File: config.mk
export PLATFORM = sky130hd
export DESIGN_NAME = serreg_slave
export DESIGN_NICKNAME = d
export VERILOG_FILES = /design/src/rtl/serreg_pkg.sv /design/src/rtl/serreg_ctl.sv /design/src/rtl/serreg_frame.sv /design/src/rtl/serreg_bank.sv /design/src/rtl/serreg_slave.sv
export SDC_FILE = /design/constraint.sdc
export NUM_CORES = 1
export LEC_CHECK = 0
export BUFFER_PORTS_ARGS = -buffer_cell sky130_fd_sc_hd__buf_2
export CAP_MARGIN = 20
export CORE_ASPECT_RATIO = 0.7
export CORE_MARGIN = 2
export CORE_UTILIZATION = 65
export DETAILED_ROUTE_END_ITERATION = 6
export HOLD_SLACK_MARGIN = 0.05
export PLACE_DENSITY = 0.83
export SLEW_MARGIN = 5
export SYNTH_ARGS = -nofsm -noshare
export SYNTH_HDL_FRONTEND = slang
export SYNTH_HIERARCHICAL = 1
export SYNTH_SLANG_ARGS = --single-unit
export TNS_END_PERCENT = 10
File: constraint.sdc
create_clock -name clk -period 9.8 [get_ports clk]
set_clock_uncertainty 0.2 [all_clocks]
set_input_delay 0.49 -clock clk [delete_from_list [all_inputs] [get_ports clk]]
set_output_delay 0.49 -clock clk [all_outputs]
set_load 0.05 [all_outputs]
File: src/rtl/serreg_pkg.sv
package serreg_pkg;
  localparam int DATA_W = 8;
  localparam int SEL_W  = 2;
  localparam logic [3:0] ID_HI = 4'b0101;
  localparam logic [1:0] ID_LO = 2'b00;

  typedef enum logic [3:0] {
    OP_RD_WIPER = 4'h9,
    OP_WR_WIPER = 4'hA,
    OP_RD_DATA  = 4'hB,
    OP_WR_DATA  = 4'hC,
    OP_COPY     = 4'hD
  } op_e;

  typedef enum logic [1:0] {
    PH_ID, PH_INSTR, PH_DATA, PH_DONE
  } phase_e;
endpackage

File: src/rtl/serreg_ctl.sv
module serreg_ctl (
  input  logic clk,
  input  logic rst_n,
  input  logic cs_n,
  input  logic sck,
  input  logic hold_n,
  output logic armed,
  output logic paused,
  output logic active,
  output logic sck_rise,
  output logic sck_fall
);
  logic sck_q, cs_q;

  always_ff @(posedge clk) begin
    if (!rst_n) begin
      sck_q  <= 1'b0;
      cs_q   <= 1'b0;
      armed  <= 1'b0;
      paused <= 1'b0;
    end else begin
      sck_q <= sck;
      cs_q  <= cs_n;
      if (cs_q && !cs_n) armed <= 1'b1;
      if (cs_n)      paused <= 1'b0;
      else if (!sck) paused <= !hold_n;
    end
  end

  assign active   = !cs_n && armed;
  assign sck_rise = active && !paused && sck && !sck_q;
  assign sck_fall = active && !paused && !sck && sck_q;
endmodule

File: src/rtl/serreg_frame.sv
module serreg_frame
  import serreg_pkg::*;
(
  input  logic              clk,
  input  logic              rst_n,
  input  logic              cs_n,
  input  logic              sdi,
  input  logic [1:0]        strap,
  input  logic              sck_rise,
  input  logic              sck_fall,
  input  logic              active,
  input  logic              paused,
  input  logic [DATA_W-1:0] rd_val,
  output phase_e            phase,
  output logic [2:0]        bit_cnt,
  output logic              id_ok,
  output logic [SEL_W-1:0]  sel_pot,
  output logic [SEL_W-1:0]  sel_reg,
  output logic              rd_is_data,
  output logic              wr_wiper,
  output logic              wr_data,
  output logic              do_copy,
  output logic [DATA_W-1:0] rx_byte,
  output logic              sdo,
  output logic              sdo_oe
);
  logic [6:0]        rx;
  logic [7:0]        instr;
  logic [DATA_W-1:0] tx;
  logic              tx_live;
  logic              last, id_match, is_read;
  logic [3:0]        op;

  assign rx_byte  = {rx, sdi};
  assign last     = sck_rise && (bit_cnt == 3'd7);
  assign id_match = (rx_byte[7:4] == ID_HI) && (rx_byte[3:2] == strap) &&
                    (rx_byte[1:0] == ID_LO);
  assign op       = instr[7:4];
  assign is_read  = (op == OP_RD_WIPER) || (op == OP_RD_DATA);
  assign rd_is_data = (op == OP_RD_DATA);

  // copy is decided from the byte still arriving; writes use the held instruction
  assign sel_pot  = (phase == PH_INSTR) ? rx_byte[1:0] : instr[1:0];
  assign sel_reg  = (phase == PH_INSTR) ? rx_byte[3:2] : instr[3:2];
  assign do_copy  = last && (phase == PH_INSTR) && (rx_byte[7:4] == OP_COPY);
  assign wr_wiper = last && (phase == PH_DATA) && (op == OP_WR_WIPER);
  assign wr_data  = last && (phase == PH_DATA) && (op == OP_WR_DATA);

  always_ff @(posedge clk) begin
    if (!rst_n || cs_n) begin
      bit_cnt <= 3'd0;
      phase   <= PH_ID;
      rx      <= '0;
      id_ok   <= 1'b0;
      instr   <= '0;
      tx      <= '0;
      tx_live <= 1'b0;
    end else begin
      if (sck_rise && phase != PH_DONE) begin
        rx      <= rx_byte[6:0];
        bit_cnt <= bit_cnt + 3'd1;
        if (bit_cnt == 3'd7) begin
          case (phase)
            PH_ID: begin
              id_ok <= id_match;
              phase <= id_match ? PH_INSTR : PH_DONE;
            end
            PH_INSTR: begin
              instr <= rx_byte;
              phase <= PH_DATA;
            end
            default: phase <= PH_DONE;
          endcase
        end
      end
      if (sck_fall && phase == PH_DATA && is_read) begin
        if (!tx_live) begin
          tx      <= rd_val;
          tx_live <= 1'b1;
        end else begin
          tx <= {tx[DATA_W-2:0], 1'b0};
        end
      end
    end
  end

  assign sdo    = tx[DATA_W-1];
  assign sdo_oe = active && !paused && (phase == PH_DATA) && tx_live;
endmodule

File: src/rtl/serreg_bank.sv
module serreg_bank
  import serreg_pkg::*;
#(
  parameter int NPOT = 4,
  parameter int NREG = 4
) (
  input  logic                   clk,
  input  logic                   rst_n,
  input  logic                   wp_n,
  input  logic                   wr_wiper,
  input  logic                   wr_data,
  input  logic                   do_copy,
  input  logic                   rd_is_data,
  input  logic [SEL_W-1:0]       sel_pot,
  input  logic [SEL_W-1:0]       sel_reg,
  input  logic [DATA_W-1:0]      wdata,
  output logic [DATA_W-1:0]      rd_val,
  output logic [NPOT*DATA_W-1:0] wiper_pos
);
  logic [DATA_W-1:0] wiper_r [NPOT];
  logic [DATA_W-1:0] data_r  [NPOT][NREG];

  for (genvar p = 0; p < NPOT; p++) begin : g_pot
    logic hit;
    assign hit = (sel_pot == SEL_W'(p));

    always_ff @(posedge clk) begin
      if (!rst_n)               wiper_r[p] <= '0;
      else if (wr_wiper && hit) wiper_r[p] <= wdata;
      else if (do_copy && hit)  wiper_r[p] <= data_r[p][sel_reg];
    end

    for (genvar r = 0; r < NREG; r++) begin : g_reg
      always_ff @(posedge clk) begin
        if (!rst_n)
          data_r[p][r] <= '0;
        else if (wr_data && wp_n && hit && sel_reg == SEL_W'(r))
          data_r[p][r] <= wdata;
      end
    end

    assign wiper_pos[p*DATA_W +: DATA_W] = wiper_r[p];
  end

  assign rd_val = rd_is_data ? data_r[sel_pot][sel_reg] : wiper_r[sel_pot];
endmodule

File: src/rtl/serreg_slave.sv
module serreg_slave
  import serreg_pkg::*;
#(
  parameter int NPOT = 4,
  parameter int NREG = 4
) (
  input  logic                   clk,
  input  logic                   rst_n,
  input  logic                   cs_n,
  input  logic                   sck,
  input  logic                   sdi,
  input  logic                   hold_n,
  input  logic [1:0]             strap,
  input  logic                   wp_n,
  output logic                   sdo,
  output logic                   sdo_oe,
  output logic [NPOT*DATA_W-1:0] wiper_pos
);
  logic armed, paused, active, sck_rise, sck_fall;
  logic id_ok, rd_is_data, wr_wiper, wr_data, do_copy;
  logic [2:0] bit_cnt;
  logic [SEL_W-1:0] sel_pot, sel_reg;
  logic [DATA_W-1:0] rx_byte, rd_val;
  phase_e phase;

  serreg_ctl u_ctl (
    .clk(clk), .rst_n(rst_n), .cs_n(cs_n), .sck(sck), .hold_n(hold_n),
    .armed(armed), .paused(paused), .active(active),
    .sck_rise(sck_rise), .sck_fall(sck_fall)
  );

  serreg_frame u_frame (
    .clk(clk), .rst_n(rst_n), .cs_n(cs_n), .sdi(sdi), .strap(strap),
    .sck_rise(sck_rise), .sck_fall(sck_fall), .active(active), .paused(paused),
    .rd_val(rd_val), .phase(phase), .bit_cnt(bit_cnt), .id_ok(id_ok),
    .sel_pot(sel_pot), .sel_reg(sel_reg), .rd_is_data(rd_is_data),
    .wr_wiper(wr_wiper), .wr_data(wr_data), .do_copy(do_copy),
    .rx_byte(rx_byte), .sdo(sdo), .sdo_oe(sdo_oe)
  );

  serreg_bank #(.NPOT(NPOT), .NREG(NREG)) u_bank (
    .clk(clk), .rst_n(rst_n), .wp_n(wp_n), .wr_wiper(wr_wiper),
    .wr_data(wr_data), .do_copy(do_copy), .rd_is_data(rd_is_data),
    .sel_pot(sel_pot), .sel_reg(sel_reg), .wdata(rx_byte),
    .rd_val(rd_val), .wiper_pos(wiper_pos)
  );
endmodule

==> out/results.env <==
CLOCKBUFFERDEPTH=2
POST_CTS_RESIZE_COUNT=0
DIE_Y_UM=107
IO_PINS=43
PLACE.DETAILED.HPWL_MM=19.2
LAYOUT.CELLS.MOST_COMMON='sky130_fd_sc_hd__edfxtp_1'
WORSTREGTOREGCELLS=6
TRITONCTS.NUM_BUFFERS=17
MAXCAPVIOLATIONS=0
GRT.TOTAL_USAGE=0.343
FIRST_PASS_GRT_WIRE_LENGTH_MM=40.4
DIE_W_UM=152
DR_TOTAL_VIAS=6993
NUMBER_OF_DETAILED_ROUTE_ITERATIONS_IN_THE_FIRST_PASS=7
INSERTEDDIODECOUNT=0
P_LEAK_nW=3.54
CELLPOWERDENSITY_nW_PER_UM2=161
NUMCLOCKSINKS=193
LAYOUT-DRIVE-GT1-SHARE=0.231
GLOBALROUTE.TOTALOVERFLOW=0
SYNTH_WARNINGS=6
FINAL.MIN_CLOCK_PERIOD_NS=4.24
POSTSYNTHNETCOUNT=765
CRITICAL_PATH.ENDPOINT_TYPE='register'
VDD_IR_DROP_MAX_uV=102
CLOCK_SLEW_AT_REPORTED_PATH_FFS_NS=0.07
INITIAL_UTILIZATION=0.671
LAYOUT_COMMON_CELLS='sky130_fd_sc_hd__edfxtp_1 (160), sky130_fd_sc_hd__and2_1 (131), sky130_fd_sc_hd__mux4_2 (61), sky130_fd_sc_hd__nand2_1 (61), sky130_fd_sc_hd__buf_2 (54)'
SETUP_TNS_NS=0
CTS_TREE='yes'
CTS-HTREE-LEVELS=4
FIN_HOLD_WS_NS=0.109
AVGROUTEDWIREPERCELL_UM=27.8
NUMBER_OF_PINS_WITH_NEGATIVE_MAX_SLEW_SLACK_IN_THE_FINAL_REPORT=0
VIASPERCELL=7.03
TIMING.CRITICAL_PATH.REQUIRED_NS=9.65
FP-ROW-COUNT=37
PLACE_CONGESTION=1.04
DRT.ANTENNA.VIOLATING_NETS=0
DRT-INITIAL-DRC-COUNT=1307
REPORT.FINAL.SETUP_VIOL=0
CLK_ROOT_BUFFER_CELL='sky130_fd_sc_hd__clkbuf_16'
STATUS='complete, but fails checks'
UNREPAIRED_SETUP_ENDPOINTS_AFTER_GLOBAL_ROUTING='false'
MIN_DELAY_PATH_DEPTH=3
POSTCTSHOLDBUFS=0
FINAL_MIN_PERIOD_OVER_CLOCK_PERIOD=0.433
NETLIST_INSTANCES=754
SYN_AREA_SQ_UM=9940
WORSTPATHMAXFANOUT=56
SYNTHESIZED_AREA_PER_CELL_SQ_UM=13.2
ARRIVAL_NS=4.10
HOLD_VIOL_FINAL=0
PORTBUFFERS=42
WIRELENGTH_MM=27.7
DIE_AREA_SQ_UM=16300
FILLCELLCOUNT=937
VIOLATIONS='DRC'
FIRST_GLOBAL_VIAS=6341
FINAL_CELL_AREA_SQ_UM=10800
HOLD_PATH_CLASS='input port to register'
MAX_SLEW.WORST_PIN.SLEW_NS=1.12
SYNTHTOLAYOUTAREAGROWTH_PCT=9.06
SETUP.WORST_PATH.START_CLASS='register'
F_MAX_MHz=236
GRT_ANTENNA_BEFORE_REPAIR=0
DPL_CELL_AREA_SQ_UM=10200
MAXSLEWHEADROOM=0.248
CRITICALPATHCATEGORY='register to register'
DRCVIOLATIONCOUNT=6
FLOORPLAN.CORE_AREA_SQ_UM=14800
PIN_COUNT_OF_THE_BIGGEST_NET_ENTERING_GLOBAL_ROUTING=57
WORST_SKEW_PAIR.LATE_LATENCY_NS=0.44
CTS_POST_SETUP_BUFFERS_INSERTED=0
FINAL_STAGE_NET_COUNT=798
## area by class of cell
| class | count | area [sq um] | area share |
|---|---|---|---|
| sequential | 193 | 5470 | 0.504 |
| clock buffer | 19 | 433 | 0.0399 |
| multi-input combinational | 495 | 4120 | 0.380 |
| inverter | 9 | 33.8 | 0.00312 |
| clock inverter | 13 | 150 | 0.0138 |
| timing repair buffer | 71 | 398 | 0.0367 |
| tap | 195 | 244 | 0.0225 |
## sequential cells by signal, indices dropped and copies added, names as in the netlist
register / flops
u_frame/tx: 8
u_ctl/armed: 1
u_ctl/paused: 1
u_frame/tx_live: 1
u_ctl/sck_q: 1
u_bank/wiper_r: 32
u_frame/phase: 2
u_ctl/cs_q: 1
u_bank/data_r: 128
u_frame/rx: 7
u_frame/bit_cnt: 3
u_frame/instr: 8
## path summary, 6_finish.rpt
check | endpoint | from | slack, ns
hold / removal | u_ctl/paused | hold_n | 0.11
setup / recovery | u_bank/data_r[1][26] | u_frame/phase[1] | 5.56
hold reg to reg | u_frame/instr[0] | u_frame/instr[0] | 0.26
setup reg to reg | u_bank/data_r[1][26] | u_frame/phase[1] | 5.56
## metrics by stage
stage / power, mW / utilization / setup WS (ns) / std cells
2_1_floorplan: 1.02 / - / 6.36 / 754
3_3_place_gp: 1.05 / 0.686 / 5.76 / 946
3_5_place_dp: 1.06 / 0.686 / 5.52 / 946
4_1_cts: 1.74 / 0.725 / 5.64 / 978
5_1_grt: 1.78 / 0.732 / 5.41 / 995
6_report: 1.74 / 0.732 / 5.56 / 995
## metal layers
| layer | part of all wire | wire, um | vias up | track usage |
|---|---|---|---|---|
| li1 | - | - | 2900 | - |
| met5 | 0 | 0 | - | 0 |
| met2 | 0.42 | 11600 | 659 | 0.484 |
| met4 | 0.018 | 503 | 0 | 0.0788 |
| met1 | 0.38 | 10600 | 3379 | 0.522 |
| met3 | 0.18 | 4990 | 55 | 0.113 |
## power breakdown
group	internal [mW]	total [mW]	switching (mW)	leakage, nW
Sequential	0.921	0.954	0.0324	1.78
Combinational	0.0323	0.0958	0.0634	1.48
Clock	0.382	0.693	0.311	0.282
Total	1.34	1.74	0.407	3.54
## worst max-delay path, cell delays in order, from the launching register on
cell	delay, ns
sky130_fd_sc_hd__dfxtp_1	0.55
sky130_fd_sc_hd__and2b_1	0.28
sky130_fd_sc_hd__mux2_2	0.24
sky130_fd_sc_hd__buf_4	0.72
sky130_fd_sc_hd__nor2b_1	0.60
sky130_fd_sc_hd__nand3_2	0.31
sky130_fd_sc_hd__o21ai_0	0.94
No activity file was read; power rests on OpenSTA's default activity.
